**config.mk**
```make
export PLATFORM = sky130hd
export DESIGN_NAME = mb_slot_sequencer
export DESIGN_NICKNAME = d
export VERILOG_FILES = /design/src/rtl/mb_slot_sequencer.sv
export SDC_FILE = /design/constraint.sdc
export NUM_CORES = 1
export LEC_CHECK = 0
export BUFFER_PORTS_ARGS = -buffer_cell sky130_fd_sc_hd__clkbuf_2
export CAP_MARGIN = 20
export CORE_MARGIN = 5
export CORE_UTILIZATION = 30
export CTS_CLUSTER_SIZE = 25
export DETAILED_ROUTE_END_ITERATION = 10
export SLEW_MARGIN = 10
export SYNTH_ARGS = -nofsm -noshare
export SYNTH_HDL_FRONTEND = slang
export SYNTH_SLANG_ARGS = --single-unit
```
**constraint.sdc**
```tcl
create_clock -name clk -period 3.6 [get_ports clk]
set_clock_uncertainty 0.2 [all_clocks]
set_input_delay 0.72 -clock clk [delete_from_list [all_inputs] [get_ports clk]]
set_output_delay 0.72 -clock clk [all_outputs]
set_load 0.005 [all_outputs]
```
**src/rtl/mb_slot_sequencer.sv**
```systemverilog
`timescale 1ns/1ps
module mb_slot_sequencer #(
  parameter int SLOT_CLKS  = 2048,
  parameter int MB_PER_GOB = 33,
  parameter int GOBS_CIF   = 12,
  parameter int GOBS_QCIF  = 3,
  localparam int GW = $clog2(GOBS_CIF + 1),
  localparam int MW = $clog2(MB_PER_GOB + 1)
) (
  input  logic          clk,
  input  logic          rst_n,
  input  logic          cif_mode,
  input  logic          in_valid,
  output logic          in_ready,
  input  logic          in_start,
  input  logic [GW-1:0] in_gob,
  input  logic [MW-1:0] in_mb,
  input  logic [3:0]    in_mode,
  input  logic [7:0]    in_data,
  input  logic          in_last,
  input  logic          side_valid,
  output logic          side_ready,
  input  logic [2:0]    side_tag,
  input  logic [7:0]    side_data,
  output logic          strobe_o,
  output logic [7:0]    out_byte,
  output logic [3:0]    out_tag,
  output logic [2:0]    aux_tag
);
  localparam int SLOT_BYTES = SLOT_CLKS / 2;
  localparam int BW = $clog2(SLOT_BYTES + 1);
  localparam int SW = $clog2(SLOT_CLKS + 1);
  localparam int QCIF_LAST = 2 * GOBS_QCIF - 1;
  localparam logic [3:0] TG_GOB = 4'h0, TG_MB = 4'h1, TG_CTRL = 4'h2, TG_IDLE = 4'hF;
  localparam logic [2:0] AX_NONE = 3'b111;

  typedef enum logic [1:0] {ST_IDLE, ST_GOB, ST_MB, ST_PAY} st_t;

  st_t           state;
  logic          ph, more;
  logic [BW-1:0] bcnt;
  logic [GW-1:0] cur_gob, nxt_gob;
  logic [MW-1:0] cur_mb, nxt_mb;

  always_comb begin
    nxt_gob = cur_gob;
    nxt_mb  = cur_mb + MW'(1);
    if (cur_mb >= MW'(MB_PER_GOB)) begin
      nxt_mb = MW'(1);
      if (cif_mode) nxt_gob = (cur_gob >= GW'(GOBS_CIF)) ? GW'(1) : cur_gob + GW'(1);
      else          nxt_gob = (cur_gob >= GW'(QCIF_LAST)) ? GW'(1) : cur_gob + GW'(2);
    end
  end

  wire tick      = ph;
  wire slot_open = (bcnt == BW'(SLOT_BYTES));
  wire hdr_match = (in_gob == nxt_gob) && (in_mb == nxt_mb);
  wire start_now = (state == ST_IDLE) && slot_open && in_valid && in_start;
  wire take_hdr  = start_now && hdr_match;
  wire take_pay  = (state == ST_PAY) && in_valid;
  wire idle_byte = !start_now && ((state == ST_IDLE) || (state == ST_PAY && !in_valid));

  assign in_ready   = tick && (take_hdr || take_pay);
  assign side_ready = tick && idle_byte;
  assign strobe_o   = ph;

  always_ff @(posedge clk or negedge rst_n) begin
    if (!rst_n) begin
      ph       <= 1'b0;
      state    <= ST_IDLE;
      more     <= 1'b0;
      bcnt     <= BW'(SLOT_BYTES);
      cur_gob  <= GW'(GOBS_CIF);
      cur_mb   <= MW'(MB_PER_GOB);
      out_byte <= 8'h00;
      out_tag  <= TG_IDLE;
      aux_tag  <= AX_NONE;
    end else begin
      ph <= ~ph;
      if (tick) begin
        if (!slot_open) bcnt <= bcnt + BW'(1);
        out_byte <= 8'h00;
        out_tag  <= TG_IDLE;
        aux_tag  <= AX_NONE;
        case (state)
          ST_IDLE: if (start_now) begin
            bcnt     <= BW'(1);
            cur_gob  <= nxt_gob;
            cur_mb   <= nxt_mb;
            out_tag  <= TG_CTRL;
            out_byte <= hdr_match ? in_data : {cif_mode, 6'b0, 1'b1};
            more     <= hdr_match && !in_last;
            state    <= ST_GOB;
          end
          ST_GOB: begin
            out_tag  <= TG_GOB;
            out_byte <= 8'(cur_gob);
            state    <= ST_MB;
          end
          ST_MB: begin
            out_tag  <= TG_MB;
            out_byte <= 8'(cur_mb);
            state    <= more ? ST_PAY : ST_IDLE;
          end
          ST_PAY: if (in_valid) begin
            out_tag  <= in_mode;
            out_byte <= in_data;
            if (in_last) state <= ST_IDLE;
          end
          default: state <= ST_IDLE;
        endcase
        if (idle_byte && side_valid) begin
          aux_tag  <= side_tag;
          out_byte <= side_data;
        end
      end
    end
  end

  logic [SW-1:0] since_ctrl;
  always_ff @(posedge clk or negedge rst_n) begin
    if (!rst_n) since_ctrl <= SW'(SLOT_CLKS);
    else if (tick && start_now) since_ctrl <= '0;
    else if (since_ctrl < SW'(SLOT_CLKS)) since_ctrl <= since_ctrl + SW'(1);
  end

  AST_STROBE_FALL: assert property (@(posedge clk) disable iff (!rst_n) strobe_o |=> !strobe_o);
  AST_STROBE_RISE: assert property (@(posedge clk) disable iff (!rst_n) !strobe_o |=> strobe_o);
  AST_BYTE_HELD: assert property (@(posedge clk) disable iff (!rst_n)
    !strobe_o |=> $stable(out_byte) && $stable(out_tag) && $stable(aux_tag));
  AST_SLOT_MIN: assert property (@(posedge clk) disable iff (!rst_n)
    (tick && start_now) |-> since_ctrl >= SW'(SLOT_CLKS - 1));
  AST_CTRL_THEN_GOB: assert property (@(posedge clk) disable iff (!rst_n)
    (strobe_o && out_tag == TG_CTRL) |=> out_tag == TG_GOB);
  AST_GOB_THEN_MB: assert property (@(posedge clk) disable iff (!rst_n)
    (strobe_o && out_tag == TG_GOB) |=> out_tag == TG_MB);
  AST_AUX_ON_IDLE: assert property (@(posedge clk) disable iff (!rst_n)
    aux_tag != AX_NONE |-> out_tag == TG_IDLE);
  AST_MB_RANGE: assert property (@(posedge clk) disable iff (!rst_n)
    out_tag == TG_MB |-> (out_byte >= 8'd1 && out_byte <= 8'(MB_PER_GOB)));
  AST_GOB_RANGE: assert property (@(posedge clk) disable iff (!rst_n)
    out_tag == TG_GOB |-> (out_byte >= 8'd1 && out_byte <= 8'(GOBS_CIF)));
endmodule

```
==> impl_metrics.json <==
{
  "status": "finished with violations",
  "violations": "negative setup slack",
  "synth_nets": 356,
  "drive_gt1_frac": 0.360,
  "grt_pass1_wl_mm": 13.0,
  "wire_per_inst_um": 15.9,
  "dp_hpwl_mm": 5.85,
  "reg2reg_from": "cur_mb[0]",
  "grt_pass1_vias": 2590,
  "switching_share": 0.230,
  "cts_root_buf": "clkbuf_8",
  "synth_edf_count": 0,
  "fp.dieW_um": 104,
  "r2r_slack_ns": 0.57,
  "hold_violations": 0,
  "grtUsageTotal": 0.143,
  "netlist_area_um2": 2660,
  "gr-total-overflow": 0,
  "path_class": "reg2out",
  "clk_latency_ns": 0.30,
  "portBuffers": 57,
  "worst_pin_slew_ns": 0.574,
  "synthToLayoutAreaGrowth_pct": 32.0,
  "dpl_cell_area_um2": 3150,
  "synth_top_area_cell": "dfrtp_1",
  "arrival_ns": 2.81,
  "fin_crit_sh": 1.03,
  "drc": 0,
  "ys.flop_type": "dfrtp_1",
  "gp_congestion": 0.811,
  "fin_nets": 437,
  "drt_iter0_markers": 156,
  "ys_top_cells_by_area": "dfrtp_1 (26%), dfstp_2 (12%), nand2_1 (5.8%)",
  "grt_max_degree": 41,
  "cp.required_ns": 2.68,
  "rsz0062_at_grt": "yes",
  "clock_sinks": 40,
  "multiInputGateArea_um2": 1640,
  "wirelength_mm": 7.88,
  "synth_top_cell_area_share": 0.263,
  "ios": 58,
  "finalWorstSetupSlack_ns": -0.125,
  "final-seq-area_um2": 1020,
  "cts_buffer_depth": 2,
  "cts_tree": "yes",
  "vdd_ir_drop_max_v": 0.000133,
  "p_leak_uw": 0.00154,
  "p_comb_frac": 0.096,
  "cp-end-kind": "output port",
  "timing.hold.ws_ns": 0.203,
  "seqPwrFrac": 0.476,
  "dieArea_um2": 10900,
  "core-area_um2": 8680,
  "worstRegToRegCells": 11,
  "vias": 2627,
  "h-tree-depth": 2,
  "start_util": 0.307,
  "rows": 34,
  "ys_ff_latch": 40,
  "p_int_uw": 747,
  "design_area_um2": 3520,
  "finalCriticalPeriod_ns": 3.73,
  "antenna_found_initial": 0,
  "relSlewSlack": 0.617,
  "synth-warning-count": 0,
  "die_h_um": 104,
  "p_sw_uw": 223,
  "async_reset_ff_frac": 1.00,
  "final_antenna_net_count": 0,
  "fmax_mhz": 268,
  "first_pass_iters": 4,
  "num-fill-cells": 860,
  "tns_ns": -0.125,
  "netlist_instances": 307,
  "diodes": 0,
  "cp_max_fo": 4,
  "slew_violations": 0,
  "syn_area_per_cell_um2": 8.68,
  "holdBufCountCts": 0,
  "synth-seq-area-share": 0.381,
  "powerDensity_nw_per_um2": 276,
  "clkPwrFrac": 0.428,
  "maxCapViolCount": 0,
  "clkTransAtPathRegs_ns": 0.09,
  "hold_path_class": "in2async",
  "critPathLaunchType": "register",
  "viasPerCell": 5.29,
  "cp-startpoint": "cur_mb[0]",
  "setup_viol": 1,
  "synthDistinctLibCells": 57,
  "cts_made_buffers": 5
}
==> power by group through the flow <==
stage,Combinational [uW],Clock [uW],Sequential [uW]
3_3_place_gp,83.1,0,470
2_1_floorplan,30.0,0,471
5_1_grt,103,436,462
3_5_place_dp,84.0,0,470
6_report,92.6,415,462
4_1_cts,85.8,425,462
==> per-stage QoR <==
stage	std cells	utilization	power, uW	setup WS [ns]
after floorplan	307	-	501	0.203
after global placement	477	0.363	553	0.0975
after detailed placement	477	0.363	554	0.0522
after CTS	490	0.391	972	-0.0555
after global routing	497	0.405	1000	-0.213
final	497	0.405	970	-0.125
==> area by class of cell <==
class | instances | share of cell area
Multi-Input combinational cell | 237 | 0.465
Clock inverter | 1 | 0.00854
Inverter | 18 | 0.0206
Sequential cell | 40 | 0.289
Tap cell | 108 | 0.0384
Timing Repair Buffer | 86 | 0.151
Clock buffer | 7 | 0.0274
==> path summary, 6_finish.rpt <==
path / endpoint
worst min register to register: bcnt[10]
worst min-delay path: strobe_o
worst max-delay path: in_ready
worst max register to register: out_byte[7]
min in group clk: bcnt[10]
max in group asynchronous: cur_mb[0]
==> synth_stat cells, types with 3 or more instances <==
master and instances:
nand4_1 8, o22ai_1 9, a21oi_1 15, xnor2_1 12, nand2b_1 3, nand2_1 41, nor2_1 20, o22a_1 5
and2_1 5, nor2b_1 6, dfstp_2 12, buf_2 3, o31ai_1 5, o211ai_1 3, inv_1 18, nand3_1 11
o21ai_0 29, ha_1 9, nor3_1 4, a221oi_1 8, dfrtp_1 28, xor2_1 4, clkbuf_1 7
==> state kept, by name, indices dropped and copies added (netlist names) <==
name,count
aux_tag,3
bcnt,11
cur_gob,4
cur_mb,6
more,1
out_byte,8
out_tag,4
state,2
strobe_o,1
==> layer usage <==
| layer | vias up | routed length (um) | track usage |
|---|---|---|---|
| met4 | 0 | 84 | 0.0361 |
| met2 | 83 | 3810 | 0.243 |
| met3 | 7 | 466 | 0.0348 |
| met1 | 1259 | 3520 | 0.182 |
| met5 | - | 0 | 0 |
| li1 | 1278 | - | - |
==> cells by family (layout without fill, tap and decap cells) <==
logic type               Yosys count  in the layout  share of synthesized area
AO/OA/AOI/OAI                     98             98                      0.252
XOR/XNOR                          16             16                     0.0526
adder cells (fa/ha/maj)            9              9                     0.0423
buffers and inverters             30            112                     0.0493
flip-flops                        40             40                      0.381
multiplexers                       1              1                    0.00376
AND/OR/NAND/NOR                  113            113                      0.219
==> worst max-delay path: stages (launching register included) <==
cell and delay, ns:
dfstp_2 0.42, ha_4 0.17, or4_4 0.51, o21ai_4 0.22, buf_6 0.14, o22ai_4 0.06, xor2_1 0.25, a21oi_2 0.07
and4_4 0.21, a31o_4 0.20, and2_4 0.15, clkbuf_2 0.11
==> cell usage in the layout, fill, tap and decap left out, drive strengths merged, types with 5 or more instances in the layout <==
master and count:
ha 9, xnor2 12, and2 5, o21ai 31, nor3 5, o31ai 5, nand4 8, nor2b 6
nor2 20, dfstp 12, dfrtp 28, nand2 41, clkbuf 64, a221oi 8, a21oi 17, nand3 11
buf 29, o22ai 9, inv 18, o22a 5
==> timing repair <==
action,4_1_cts,5_1_grt
buffers inserted,5,6
pin swaps,6,3
endpoints found under the setup margin,1,1
resized for setup,19,11
Power figures use the tool's default switching activity.
